File: src/rtl/llsc_pkg.sv
package llsc_pkg;
   localparam int INSTR_W = 32;

   typedef enum logic [1:0] {
      SEQ_IDLE = 2'd0,
      SEQ_REQ  = 2'd1,
      SEQ_WAIT = 2'd2
   } seq_state_e;

   function automatic logic [31:0] sext16(input logic [15:0] v);
      return {{16{v[15]}}, v};
   endfunction
endpackage

File: src/rtl/ll_decoder.sv
module ll_decoder #(
   parameter int          DATA_W     = 32,
   parameter int          OFF_W      = 16,
   parameter int          IDX_W      = 5,
   parameter int          OPC_W      = 6,
   parameter logic [5:0]  LL_OPCODE  = 6'b110000,
   parameter int          ALIGN_BITS = 2
) (
   input  logic [llsc_pkg::INSTR_W-1:0] instr,
   input  logic [DATA_W-1:0]            base_val,
   output logic                         is_ll,
   output logic [IDX_W-1:0]             rt_idx,
   output logic [IDX_W-1:0]             base_idx,
   output logic [DATA_W-1:0]            eff_addr,
   output logic                         misaligned
);
   localparam int IW      = llsc_pkg::INSTR_W;
   localparam int OPC_LSB = IW - OPC_W;
   localparam int BASE_LSB = OPC_LSB - IDX_W;
   localparam int RT_LSB  = BASE_LSB - IDX_W;

   logic [OFF_W-1:0]  disp;
   logic [DATA_W-1:0] disp_ext;

   assign disp     = instr[OFF_W-1:0];
   assign disp_ext = {{(DATA_W-OFF_W){disp[OFF_W-1]}}, disp};
   assign is_ll    = (instr[IW-1:OPC_LSB] == LL_OPCODE[OPC_W-1:0]);
   assign rt_idx   = instr[RT_LSB +: IDX_W];
   assign base_idx = instr[BASE_LSB +: IDX_W];
   assign eff_addr = base_val + disp_ext;

   generate
      if (ALIGN_BITS > 0) begin : g_chk
         assign misaligned = |eff_addr[ALIGN_BITS-1:0];
      end else begin : g_nochk
         assign misaligned = 1'b0;
      end
   endgenerate
endmodule

File: src/rtl/ll_load_seq.sv
module ll_load_seq #(
   parameter int DATA_W = 32,
   parameter int IDX_W  = 5
) (
   input  logic              clk,
   input  logic              rst_n,
   input  logic              accept,
   input  logic              is_ll,
   input  logic              misaligned,
   input  logic [DATA_W-1:0] eff_addr,
   input  logic [IDX_W-1:0]  rt_idx,
   output logic              idle,
   output logic              addr_err,
   output logic              ld_req_valid,
   input  logic              ld_req_ready,
   output logic [DATA_W-1:0] ld_req_addr,
   input  logic              ld_rsp_valid,
   input  logic [DATA_W-1:0] ld_rsp_data,
   output logic              wb_valid,
   output logic [IDX_W-1:0]  wb_reg,
   output logic [DATA_W-1:0] wb_data,
   output logic              set_link,
   output logic [DATA_W-1:0] set_addr
);
   import llsc_pkg::*;

   seq_state_e        st_q;
   logic [DATA_W-1:0] addr_q;
   logic [IDX_W-1:0]  rt_q;
   logic              err_q;
   logic              wbv_q;
   logic [IDX_W-1:0]  wbr_q;
   logic [DATA_W-1:0] wbd_q;

   always_ff @(posedge clk) begin
      if (!rst_n) begin
         st_q   <= SEQ_IDLE;
         addr_q <= '0;
         rt_q   <= '0;
         err_q  <= 1'b0;
         wbv_q  <= 1'b0;
         wbr_q  <= '0;
         wbd_q  <= '0;
      end else begin
         err_q <= 1'b0;
         wbv_q <= 1'b0;
         unique case (st_q)
            SEQ_IDLE: begin
               if (accept && is_ll) begin
                  if (misaligned) begin
                     err_q <= 1'b1;
                  end else begin
                     addr_q <= eff_addr;
                     rt_q   <= rt_idx;
                     st_q   <= SEQ_REQ;
                  end
               end
            end
            SEQ_REQ: begin
               if (ld_req_ready) st_q <= SEQ_WAIT;
            end
            SEQ_WAIT: begin
               if (ld_rsp_valid) begin
                  wbv_q <= 1'b1;
                  wbr_q <= rt_q;
                  wbd_q <= ld_rsp_data;
                  st_q  <= SEQ_IDLE;
               end
            end
            default: st_q <= SEQ_IDLE;
         endcase
      end
   end

   assign idle         = (st_q == SEQ_IDLE);
   assign addr_err     = err_q;
   assign ld_req_valid = (st_q == SEQ_REQ);
   assign ld_req_addr  = addr_q;
   assign wb_valid     = wbv_q;
   assign wb_reg       = wbr_q;
   assign wb_data      = wbd_q;
   assign set_link     = (st_q == SEQ_WAIT) && ld_rsp_valid;
   assign set_addr     = addr_q;
endmodule

File: src/rtl/llsc_link_tracker.sv
module llsc_link_tracker #(
   parameter int DATA_W       = 32,
   parameter int RESV_LSB     = 2,
   parameter bit COMPARE_FULL = 1'b1,
   parameter int TAG_W        = 12
) (
   input  logic              clk,
   input  logic              rst_n,
   input  logic              set_link,
   input  logic [DATA_W-1:0] set_addr,
   input  logic              sc_valid,
   input  logic [DATA_W-1:0] sc_addr,
   input  logic              snoop_valid,
   input  logic              snoop_write,
   input  logic [DATA_W-1:0] snoop_addr,
   input  logic              eret_pulse,
   output logic              link,
   output logic              sc_done,
   output logic              sc_pass
);
   localparam int IDX_BITS = DATA_W - RESV_LSB;
   localparam int KEY_W    = COMPARE_FULL ? IDX_BITS : TAG_W;

   logic [KEY_W-1:0] resv_q;
   logic [KEY_W-1:0] key_set, key_sc, key_snp;
   logic             link_q, done_q, pass_q;
   logic             clr;

   generate
      if (COMPARE_FULL) begin : g_full
         assign key_set = set_addr[DATA_W-1:RESV_LSB];
         assign key_sc  = sc_addr[DATA_W-1:RESV_LSB];
         assign key_snp = snoop_addr[DATA_W-1:RESV_LSB];
         logic unused_lo;
         assign unused_lo = ^{set_addr[RESV_LSB-1:0], sc_addr[RESV_LSB-1:0],
                              snoop_addr[RESV_LSB-1:0]};
      end else begin : g_tag
         assign key_set = set_addr[RESV_LSB +: TAG_W];
         assign key_sc  = sc_addr[RESV_LSB +: TAG_W];
         assign key_snp = snoop_addr[RESV_LSB +: TAG_W];
         logic unused_rest;
         assign unused_rest = ^{set_addr, sc_addr, snoop_addr};
      end
   endgenerate

   assign clr = sc_valid || eret_pulse ||
                (snoop_valid && snoop_write && (key_snp == resv_q));

   always_ff @(posedge clk) begin
      if (!rst_n) begin
         link_q <= 1'b0;
         resv_q <= '0;
         done_q <= 1'b0;
         pass_q <= 1'b0;
      end else begin
         done_q <= sc_valid;
         pass_q <= sc_valid && link_q && (key_sc == resv_q);
         if (set_link) begin
            link_q <= 1'b1;
            resv_q <= key_set;
         end else if (clr) begin
            link_q <= 1'b0;
         end
      end
   end

   assign link    = link_q;
   assign sc_done = done_q;
   assign sc_pass = pass_q;
endmodule

File: src/rtl/llsc_reserve_unit.sv
module llsc_reserve_unit #(
   parameter int         DATA_W       = 32,
   parameter int         OFF_W        = 16,
   parameter int         IDX_W        = 5,
   parameter int         OPC_W        = 6,
   parameter logic [5:0] LL_OPCODE    = 6'b110000,
   parameter int         WORD_BYTES   = 4,
   parameter bit         COMPARE_FULL = 1'b1,
   parameter int         TAG_W        = 12
) (
   input  logic                         clk,
   input  logic                         rst_n,
   input  logic                         instr_valid,
   output logic                         instr_ready,
   input  logic [llsc_pkg::INSTR_W-1:0] instr_word,
   output logic [IDX_W-1:0]             base_sel,
   input  logic [DATA_W-1:0]            base_val,
   output logic                         addr_err,
   output logic                         ld_req_valid,
   input  logic                         ld_req_ready,
   output logic [DATA_W-1:0]            ld_req_addr,
   input  logic                         ld_rsp_valid,
   input  logic [DATA_W-1:0]            ld_rsp_data,
   output logic                         wb_valid,
   output logic [IDX_W-1:0]             wb_reg,
   output logic [DATA_W-1:0]            wb_data,
   output logic                         link_bit,
   input  logic                         sc_valid,
   input  logic [DATA_W-1:0]            sc_addr,
   output logic                         sc_done,
   output logic                         sc_pass,
   input  logic                         snoop_valid,
   input  logic                         snoop_write,
   input  logic [DATA_W-1:0]            snoop_addr,
   input  logic                         eret_pulse
);
   localparam int ALIGN_BITS = $clog2(WORD_BYTES);

   generate
      if (OFF_W > DATA_W)
         $error("displacement wider than data path");
      if (OFF_W + 2*IDX_W + OPC_W != llsc_pkg::INSTR_W)
         $error("instruction fields do not fill the word");
      if ((1 << ALIGN_BITS) != WORD_BYTES)
         $error("word size must be a power of two");
      if (!COMPARE_FULL && (TAG_W < 1 || TAG_W > DATA_W - ALIGN_BITS))
         $error("tag width out of range");
   endgenerate

   logic              is_ll, misaligned, idle, set_link;
   logic [IDX_W-1:0]  rt_idx;
   logic [DATA_W-1:0] eff_addr, set_addr;

   ll_decoder #(
      .DATA_W(DATA_W), .OFF_W(OFF_W), .IDX_W(IDX_W), .OPC_W(OPC_W),
      .LL_OPCODE(LL_OPCODE), .ALIGN_BITS(ALIGN_BITS)
   ) dec_i (
      .instr(instr_word), .base_val(base_val), .is_ll(is_ll),
      .rt_idx(rt_idx), .base_idx(base_sel), .eff_addr(eff_addr),
      .misaligned(misaligned)
   );

   ll_load_seq #(.DATA_W(DATA_W), .IDX_W(IDX_W)) seq_i (
      .clk(clk), .rst_n(rst_n), .accept(instr_valid && idle),
      .is_ll(is_ll), .misaligned(misaligned), .eff_addr(eff_addr),
      .rt_idx(rt_idx), .idle(idle), .addr_err(addr_err),
      .ld_req_valid(ld_req_valid), .ld_req_ready(ld_req_ready),
      .ld_req_addr(ld_req_addr), .ld_rsp_valid(ld_rsp_valid),
      .ld_rsp_data(ld_rsp_data), .wb_valid(wb_valid), .wb_reg(wb_reg),
      .wb_data(wb_data), .set_link(set_link), .set_addr(set_addr)
   );

   llsc_link_tracker #(
      .DATA_W(DATA_W), .RESV_LSB(ALIGN_BITS),
      .COMPARE_FULL(COMPARE_FULL), .TAG_W(TAG_W)
   ) trk_i (
      .clk(clk), .rst_n(rst_n), .set_link(set_link), .set_addr(set_addr),
      .sc_valid(sc_valid), .sc_addr(sc_addr), .snoop_valid(snoop_valid),
      .snoop_write(snoop_write), .snoop_addr(snoop_addr),
      .eret_pulse(eret_pulse), .link(link_bit), .sc_done(sc_done),
      .sc_pass(sc_pass)
   );

   assign instr_ready = idle;
endmodule

File: config.mk
export PLATFORM = sky130hd
export DESIGN_NAME = llsc_reserve_unit
export DESIGN_NICKNAME = d
export VERILOG_FILES = /design/src/rtl/llsc_pkg.sv /design/src/rtl/ll_decoder.sv /design/src/rtl/ll_load_seq.sv /design/src/rtl/llsc_link_tracker.sv /design/src/rtl/llsc_reserve_unit.sv
export SDC_FILE = /design/constraint.sdc
export NUM_CORES = 1
export LEC_CHECK = 0
export CAP_MARGIN = 20
export CORE_UTILIZATION = 44
export DETAILED_ROUTE_END_ITERATION = 16
export GPL_TIMING_DRIVEN = 0
export PLACE_DENSITY = 0.91
export SLEW_MARGIN = 5
export SYNTH_ARGS = -nofsm -noshare
export SYNTH_HDL_FRONTEND = slang
export SYNTH_SLANG_ARGS = --single-unit
File: constraint.sdc
create_clock -name clk -period 3.2 [get_ports clk]
set_input_delay 0.32 -clock clk [delete_from_list [all_inputs] [get_ports clk]]
set_output_delay 0.32 -clock clk [all_outputs]
set_load 0.005 [all_outputs]
==> results.txt, run 1 <==
Outcome: complete, no violations
Final core utilization: 66.71%
CTS clk-pin slew, worst paths: 0.07 ns
Syn Inst Count: 774
HPWL Detailed: 16550 microns
Setup crit start kind: primary input
Sequential share of the synthesized area: 34.93%
Setup slack after layout: 0.3867 ns
Layout cell share with drive strength beyond 1: 3.398%
Final hold viol count: 0
Input/output buffers: 240
Post-Route WL: 19990 microns
Post-Place Setup Slack: -0.2127 ns
Final Cycle Share: 87.92%
Ys Warns: 0
First-pass GRT wire length: 30420 microns
Finished Layout Cells: 1210
Max-Cap Viols: 0
Skew-Pair Late Insertion Delay: 0.35 ns
Largest net degree at the start of global routing: 18
Flop and latch count out of synthesis: 111
Initial antenna violation count: 0
Tot GR Track Use: 26.46%
Post-synth EDFFs: 0
Net count, final: 1226
Worst Setup End Kind: flip-flop
Clock skew: 0.01013 ns
Clk buf depth: 2
Cell Rows: 43
Crit path DAT: 3.04 ns
Routed len/inst: 16.52 microns
Syn_area_per_cell: 8.218 sq um
Power per cell area: 357.3 nW/um^2
Hold_buf cts: 0
Starting Density: 45.47%
Clock Root Buffer: clkbuf_16
GRT Residual Overflow: 0
Worst Path Max Fanout: 3
Share of flip-flops with an asynchronous set or reset: 0%
Placer congestion estimate: 0.8825
Max-slew violations: 0
Final setup violation count: 0
Crit Path Category: in -> reg
Cell variety after synth: 52
CTS buffer count: 9
Max Freq: 355.4 MHz
RSZ-0062 raised after global routing: no
Drt pass-1 iters: 5
Ys flop type: dfxtp_1
Placed Cells: 1194
Peak supply drop: 236.9 uV
Number of remaining DRC errors: 0
Die area: 14940 sq um
DR vias/cell: 5.217
Die W: 122.2 microns
Worst Path Required: 3.42 ns
P_leak: 3.496 nW
HP Class: reg -> reg
Die Y: 122.2 microns
Vias: 6312
# IOs: 250
Drt initial violations: 324
H-Tree Depth: 3
Post-DRT Antenna Nets: 0
Vias in the first global route: 6117
Worst Tran Pin Value: 1.021 ns
ANT cells: 0
Clock sinks: 111
CTS tree: yes
Slew headroom: 31.43%
Fin crit period: 2.813 ns
Total Power: 3.334 mW
Core Area: 13990 sq um
Synth-to-layout area growth: 46.70%
Net count after synthesis: 975
Cell Area, Synth: 6361 sq um
through the flow:
stage / hold WS [ns] / area (sq um) / TNS (ns)
after floorplan: 0.4412 / 6361 / 0
after global placement: 0.4487 / 8989 / -0.4334
after detailed placement: 0.4568 / 8989 / -0.4435
after CTS: 0.4667 / 9329 / 0
after global routing: 0.4857 / 9331 / 0
final: 0.4647 / 9331 / 0
cell families after synthesis:
kind of cell / count (synthesis) / synth area share (%)
XOR/XNOR: 89 / 12.25
AO/OA/AOI/OAI: 204 / 23.07
flip-flops: 111 / 34.93
buffers and inverters: 49 / 3.265
AND/OR/NAND/NOR: 289 / 20.06
adder cells (fa/ha/maj): 32 / 6.412
critical path: stages:
cell,delay (ns)
clkdlybuf4s50_1,0.41
ha_1,0.23
fa_1,0.43
a211oi_1,0.28
o21ai_1,0.15
o2111ai_2,0.26
a21oi_1,0.18
a21o_1,0.27
a211o_1,0.30
xnor2_1,0.13
o21ai_1,0.07
cell type report:
| class | count | area (sq um) |
|---|---|---|
| Clock buffer | 12 | 266.5 |
| Fill cell | 1144 | 4657 |
| Inverter | 7 | 26.28 |
| Sequential cell | 111 | 2222 |
| Buffer | 42 | 181.4 |
| Clock inverter | 4 | 73.82 |
| Timing Repair Buffer | 240 | 2405 |
| Multi-Input combinational cell | 614 | 3931 |
| Tap cell | 180 | 225.2 |
repair_timing:
item	4_1_cts	5_1_grt
endpoints found under the setup margin	0	2
resized for setup	0	1
buffers inserted	0	0
routing by layer:
layer	track usage, %	routed length, microns	up-vias
met5	0	0	-
met4	9.985	564	0
li1	-	-	3169
met1	30.39	8313	2885
met2	47.19	9644	221
met3	6.273	1472	37
layout by cell type (no fill, tap or decap), types with 8 or more instances in the layout:
cell type        count
clkbuf_16            9
clkdlybuf4s50_1    239
xnor2_1             55
xor2_1              34
dfxtp_1            111
a21o_1              19
clkbuf_1            32
nand4_1             16
o21ai_0             24
a21boi_0            77
nor2_1              15
ha_1                31
o21ai_1             15
nand3_1             10
and2_1              17
nor3_1              10
nand2_1            193
a21oi_1             28
nor4_1               8
power by group:
group,switching [mW],internal (mW)
clock network,0.507,0.752
registers,0.00121,1.38
logic,0.311,0.381
path summary, 6_finish.rpt:
check	start	to	slack [ns]	depth (start not counted)
max	instr_word[0]	seq_i.ld_req_addr[30]	0.39	11
min	seq_i.wb_data[29]	seq_i.wb_data[29]	0.46	2
max reg2reg	seq_i.st_q[1]	seq_i.rt_q[1]	0.87	6
min reg2reg	seq_i.wb_data[29]	seq_i.wb_data[29]	0.46	2
cell usage after synthesis (2+ instances only):
| master | n | area share, % |
|---|---|---|
| clkbuf_1 | 32 | 1.9 |
| o41ai_1 | 2 | 0.28 |
| buf_4 | 5 | 0.59 |
| a21oi_1 | 28 | 2.2 |
| nand3b_1 | 3 | 0.35 |
| nand2_1 | 193 | 11 |
| o211a_1 | 7 | 1.1 |
| o21ai_0 | 24 | 1.9 |
| and3_1 | 7 | 0.69 |
| buf_2 | 4 | 0.31 |
| xnor2_1 | 55 | 7.6 |
| nor4_1 | 8 | 0.79 |
| xor2_1 | 34 | 4.7 |
| nor2b_1 | 3 | 0.30 |
| ha_1 | 31 | 6.1 |
| a21o_1 | 19 | 2.2 |
| dfxtp_1 | 111 | 35 |
| o21bai_1 | 6 | 0.71 |
| o21ai_1 | 15 | 1.2 |
| nor2_1 | 15 | 0.89 |
| nor3_1 | 10 | 0.79 |
| o21a_1 | 3 | 0.35 |
| inv_1 | 7 | 0.41 |
| nand2b_1 | 3 | 0.30 |
| and2_1 | 17 | 1.7 |
| nand4_1 | 16 | 1.6 |
| a21boi_0 | 77 | 9.1 |
| nand3_1 | 10 | 0.79 |
| a31oi_1 | 5 | 0.49 |
| o211ai_1 | 2 | 0.24 |
Power figures use the tool's default switching activity.
==> run 2: changes to the inputs <==
--- a/config.mk
+++ b/config.mk
@@ -6,10 +6,12 @@
 export NUM_CORES = 1
 export LEC_CHECK = 0
 export CAP_MARGIN = 20
-export CORE_UTILIZATION = 44
+export CORE_UTILIZATION = 55
 export DETAILED_ROUTE_END_ITERATION = 16
+export DONT_BUFFER_PORTS = 1
 export GPL_TIMING_DRIVEN = 0
-export PLACE_DENSITY = 0.91
+export HOLD_SLACK_MARGIN = 0.15
+export PLACE_DENSITY = 0.8
 export SLEW_MARGIN = 5
 export SYNTH_ARGS = -nofsm -noshare
 export SYNTH_HDL_FRONTEND = slang
==> run 2 against run 1 <==
Cell count fell by 20%. Worst setup slack improved by 0.38 ns. Largest cell class unchanged. First-iteration DRC count rose by 23%. Count of clock-buffer cells in the layout did not move. Clock power fell by 13%. Largest power group unchanged. Critical path depth fell by 1. Highest routed layer unchanged.
==> results.txt, run 2 (same netlist as run 1, synthesis figures left out) <==
Worst Path Required: 3.43 ns (about the same)
Post-DRT Antenna Nets: 0 (unchanged)
Most frequent cells in the layout: nand2_1, dfxtp_1, a21boi_0, xnor2_1, dlygate4sd3_1
Max Freq: 411.3 MHz (+16%)
Post-CTS sizing: 0 (unchanged)
Switch Pwr: 0.7857 mW (-4.1%)
Share of power burned in registers: 46.3% (+4.8 points)
R2R Setup Slk: 0.82 ns (-0.05 ns)
GRT Residual Overflow: 0 (unchanged)
Number of remaining DRC errors: 0 (unchanged)
Worst Tran Pin Value: 1.018 ns (-0.002632 ns)
Outcome: complete, no violations
# fillers: 911 (-20%)
Synth-to-layout area growth: 13.47%
Die Y: 109.5 microns (-10%)
Starting Density: 57.67% (+12 points)
Die area: 12000 sq um (-20%)
Logic pwr share: 17.1% (-3.7 points)
Slew headroom: 31.61% (+0.18 points)
Setup crit start kind: primary input
Worst Setup End Kind: flip-flop
ANT cells: 0 (unchanged)
Final setup violation count: 0 (unchanged)
Crit Path Category: in -> reg
Placer congestion estimate: 0.8854 (+0.33%)
Clock skew: 0.005866 ns (-0.004266 ns)
Placed Cells: 914 (-23%)
Most common cell after layout, fill and taps aside: nand2_1
Input/output buffers: 0 (-100%)
Clock power share: 36.6% (-1.2 points)
Layout cell share with drive strength beyond 1: 4.101% (+0.70 points)
Power per cell area: 414.0 nW/um^2 (+16%)
Clock sinks: 111 (unchanged)
H-Tree Depth: 3 (unchanged)
Final Cycle Share: 75.97% (-12 points)
Post-Route WL: 18520 microns (-7.4%)
Drt pass-1 iters: 5 (unchanged)
RSZ-0062 raised after global routing: no
Skew-Pair Late Insertion Delay: 0.35 ns (about the same)
Largest net degree at the start of global routing: 19 (+1)
First-pass GRT wire length: 27510 microns (-9.6%)
Crit path DAT: 2.66 ns (-0.38 ns)
CTS tree: yes
Die W: 109.5 microns (-10%)
Number of setup buffers added after CTS: 0 (unchanged)
Core Area: 11030 sq um (-21%)
Max-Cap Viols: 0 (unchanged)
Cell Rows: 38 (-12%)
Worst Path Max Fanout: 3 (unchanged)
Routed len/inst: 19.11 microns (+16%)
Clock Root Buffer: clkbuf_16
Clk buf depth: 2 (unchanged)
HPWL Detailed: 14370 microns (-13%)
P_leak: 2.725 nW (-22%)
HP Class: in -> reg
DR vias/cell: 5.856 (+12%)
Finished Layout Cells: 969 (-20%)
Pint: 2.202 mW (-12%)
# IOs: 250 (unchanged)
Peak supply drop: 318.9 uV (+35%)
CTS buffer count: 9 (unchanged)
Net count, final: 1025 (-16%)
CTS clk-pin slew, worst paths: 0.07 ns (about the same)
Fin crit period: 2.431 ns (-0.3823 ns)
Vias in the first global route: 5619 (-8.1%)
Post-route setup TNS: 0 ns (unchanged)
Tot GR Track Use: 30.35% (+3.9 points)
Final hold viol count: 0 (unchanged)
Vias: 5674 (-10%)
Drt initial violations: 398 (+23%)
Max-slew violations: 0 (unchanged)
Switching part of the total: 26.29% (+1.7 points)
Initial antenna violation count: 0 (unchanged)
## run 2: changes by cell type in the layout (fill, tap and decap cells not counted), sizes merged
| cell | delta |
|---|---|
| dlygate4sd3 | +39 |
| inv | +2 |
| dlymetal6s2s | -1 |
| clkdlybuf4s50 | -239 |
| bufinv | -2 |
## run 2: repair_timing
action | 4_1_cts | 5_1_grt
endpoints found under the setup margin | 0 | 0
hold endpoints to repair | 38 | 0
hold buffers | 39 | 0
## run 2: through the flow
step	utilization [%]	setup slack [ns]	total power, mW	hold WS [ns]	instance area (sq um)
3_3_place_gp	59.26	0.4732	1.873	0.4534	6536
3_5_place_dp	59.26	0.4393	1.882	0.4648	6536
5_1_grt	65.44	0.6268	3.100	0.1888	7218
6_report	65.44	0.7689	2.988	0.1736	7218
2_1_floorplan	-	0.7530	1.792	0.4412	6361
4_1_cts	65.44	0.7893	2.996	0.1632	7218
## run 2: power by group through the flow
stage               Combinational, mW  Clock [mW]  Sequential (mW)
CTS                             0.507        1.11             1.38
floorplan                       0.377           0             1.42
detailed placement              0.467           0             1.42
global route                    0.559        1.16             1.38
finish                          0.512        1.09             1.38
global placement                0.457           0             1.42
## run 2: worst max-delay path, cell delays in order
cell and delay, ns:
ha_1 0.21, fa_1 0.43, a211oi_1 0.28, o21ai_1 0.18, o2111ai_2 0.27, a21oi_1 0.19, a21o_1 0.27, a211o_1 0.29
xnor2_1 0.15, o21ai_1 0.07
## run 2: layout make-up
| class | instances | area [sq um] | share of cell area (%) |
|---|---|---|---|
| Tap cell | 140 | 175.2 | 2.427 |
| Sequential cell | 111 | 2222 | 30.79 |
| Timing Repair Buffer | 39 | 390.4 | 5.408 |
| Multi-Input combinational cell | 614 | 3931 | 54.46 |
| Clock buffer | 12 | 256.5 | 3.553 |
| Inverter | 7 | 26.28 | 0.3640 |
| Clock inverter | 4 | 35.03 | 0.4854 |
| Buffer | 42 | 181.4 | 2.513 |
## run 2: final timing paths
check	to	start	cells after the start
hold / removal	seq_i.st_q[1]	ld_req_ready	2
setup reg to reg	seq_i.rt_q[1]	seq_i.st_q[1]	6
hold reg to reg	seq_i.wb_reg[2]	seq_i.rt_q[2]	2
setup / recovery	seq_i.ld_req_addr[30]	instr_word[0]	10
## run 2: per-layer routing
layer | GRT usage, % | part of all wire, %
met2 | 54.22 | 49
met4 | 15.71 | 3.5
met5 | 0 | 0
met3 | 7.528 | 7.8
met1 | 33.12 | 39
==> run 3: changes to the inputs <==
==> constraint.sdc (replaced) <==
create_clock -name clk -period 2.3 [get_ports clk]
set_input_delay 0.23 -clock clk [delete_from_list [all_inputs] [get_ports clk]]
set_output_delay 0.23 -clock clk [all_outputs]
set_load 0.005 [all_outputs]
==> run 3 against run 2 <==
Non-clock buffer count increased by 7. Worst setup slack lost 0.65 ns. Via count is 1.1% higher. Largest cell class unchanged. Total power rose by 41%. Clock skew grew 0.0069 ns. Core utilization increased by 0.96 points.
==> results.txt, run 3 (same netlist as run 1, synthesis figures left out) <==
Worst r2r dst: seq_i.wb_data[21]
GRT Residual Overflow: 0 (unchanged)
Post-DP Area: 6548 sq um (+0.17%)
Die Y: 109.5 microns (unchanged)
Crit-path cells: ha_1 -> fa_2 -> a211oi_2 -> o21ai_1 -> o2111ai_2 -> a21oi_2 -> a21o_1 -> a211o_1 -> xnor2_1 -> o21ai_1
Setup crit start kind: primary input
Total Power: 4.200 mW (+41%)
First-pass GRT wire length: 29190 microns (+6.1%)
Clock Root Buffer: clkbuf_16
Layout cell share with drive strength beyond 1: 4.785% (+0.68 points)
Initial antenna violation count: 0 (unchanged)
Worst Hold Endpoint: trk_i.sc_pass
Routed len/inst: 19.77 microns (+3.5%)
Post-Layout Inst Area: 7325 sq um (+1.5%)
Die area: 12000 sq um (unchanged)
Number of setup buffers added after CTS: 0 (unchanged)
Fin crit period: 2.177 ns
DR vias/cell: 5.875 (+0.33%)
Worst hold path depth: 3 (+1)
CTS clk-pin slew, worst paths: 0.07 ns (about the same)
Max incr delay on CP: 0.38 ns (-0.05 ns)
Worst Path Required: 2.54 ns (-0.89 ns)
R2R Setup Slk: 0.19 ns (-0.63 ns)
CTS tree: yes
HPWL Detailed: 14690 microns (+2.2%)
Clock skew: 0.01272 ns (+0.006854 ns)
Worst Path Max Fanout: 3 (unchanged)
Final Cycle Share: 94.63%
Vias in the first global route: 5743 (+2.2%)
Clock sinks: 111 (unchanged)
Cell Rows: 38 (unchanged)
RSZ-0062 raised after global routing: no
HP Class: in -> reg
Worst path most repeated cell: o21ai_1
Hold path start: sc_addr[3]
Outcome: complete, no violations
Drt pass-1 iters: 4 (-1)
Die W: 109.5 microns (unchanged)
Core Area: 11030 sq um (unchanged)
Skew-Pair Late Insertion Delay: 0.36 ns (about the same)
Cells on worst reg2reg path: 6 (unchanged)
Placer congestion estimate: 0.8801 (-0.60%)
Number of remaining DRC errors: 0 (unchanged)
Tot GR Track Use: 32.15% (+1.8 points)
Peak supply drop: 719.7 uV (+130%)
Slowest cell on crit path: fa_2
ANT cells: 0 (unchanged)
Power per cell area: 573.4 nW/um^2 (+39%)
# IOs: 250 (unchanged)
Reg2reg start: seq_i.st_q[1]
Synth-to-layout area growth: 15.15%
Most common cell after layout, fill and taps aside: nand2_1
H-Tree Depth: 3 (unchanged)
Vias: 5734 (+1.1%)
Input/output buffers: 0 (unchanged)
Post-DRT Antenna Nets: 0 (unchanged)
Crit path DAT: 2.41 ns (-0.25 ns)
Worst Tran Pin Value: 0.6065 ns (-0.4115 ns)
Clk buf depth: 2 (unchanged)
Worst Setup End Kind: flip-flop
Max-Cap Viols: 0 (unchanged)
Most frequent cells in the layout: nand2_1, dfxtp_1, a21boi_0, xnor2_1, dlygate4sd3_1
Post-Route WL: 19300 microns (+4.2%)
Net count, final: 1032 (+0.68%)
Slew headroom: 59.57% (+28 points)
Starting Density: 57.67% (unchanged)
CTS buffer count: 9 (unchanged)
Largest net degree at the start of global routing: 21 (+2)
Max Freq: 459.4 MHz
Final setup violation count: 0 (unchanged)
Final hold viol count: 0 (unchanged)
P_leak: 2.750 nW (+0.90%)
Max-slew violations: 0 (unchanged)
Worst hold slack: 0.1870 ns (+0.01341 ns)
Crit Path Category: in -> reg
Drt initial violations: 331 (-17%)
run 3: worst max-delay path, delay by kind of cell:
kind	cells	cell delay (ns)
AOI/OAI and AO/OA	7	1.46
xor gates and xnor gates	1	0.14
adders and majority gates	2	0.59
run 3: worst max path at each step:
stage	cells after the start	endpoint	start	slack, ns
4_1_cts	10	seq_i.ld_req_addr[24]	instr_word[0]	0.12
3_3_place_gp	10	seq_i.ld_req_addr[24]	instr_word[0]	-0.23
5_1_grt	10	seq_i.ld_req_addr[30]	instr_word[0]	0.002
6_report	10	seq_i.ld_req_addr[30]	instr_word[0]	0.12
3_5_place_dp	10	seq_i.ld_req_addr[24]	instr_word[0]	-0.26
2_1_floorplan	10	seq_i.ld_req_addr[30]	instr_word[0]	0.003
run 3: repair_timing:
item,in CTS,in global routing
endpoints found under the hold margin,43,0
gates resized for setup,1,2
endpoints found under the setup margin,10,3
cloned,0,0
hold buffers,46,0
run 3: layer usage:
| metal | vias up | track usage (%) | share of wire, % |
|---|---|---|---|
| met5 | - | 0 | 0 |
| met4 | 0 | 18.67 | 4.3 |
| met3 | 63 | 8.536 | 7.9 |
| met2 | 237 | 55.48 | 48 |
| met1 | 2654 | 35.56 | 40 |
| li1 | 2780 | - | - |
run 3: layout make-up:
class	instances	area (sq um)
Fill cell	851	3706
Sequential cell	111	2222
Timing Repair Buffer	46	460.4
Clock buffer	10	239.0
Multi-Input combinational cell	614	3961
Tap cell	140	175.2
Clock inverter	6	58.81
Inverter	7	26.28
Buffer	42	181.4
run 3: report_power, final:
| part | internal (mW) | leakage, nW | switching, mW | total [mW] |
|---|---|---|---|---|
| logic | 0.342 | 1.71 | 0.392 | 0.734 |
| clock network | 0.788 | 0.143 | 0.754 | 1.54 |
| registers | 1.92 | 0.894 | 0.00262 | 1.92 |
| total | 3.05 | 2.75 | 1.15 | 4.20 |
run 3: per-stage QoR:
| step | std cells | utilization, % | TNS, ns | setup WS (ns) |
|---|---|---|---|---|
| 3_5_place_dp | 914 | 59.36 | -3.142 | -0.2573 |
| 2_1_floorplan | 774 | - | 0 | 0.003121 |
| 6_report | 976 | 66.40 | 0 | 0.1235 |
| 5_1_grt | 976 | 66.40 | 0 | 0.001900 |
| 3_3_place_gp | 914 | 59.36 | -4.242 | -0.2317 |
| 4_1_cts | 976 | 66.28 | 0 | 0.1201 |
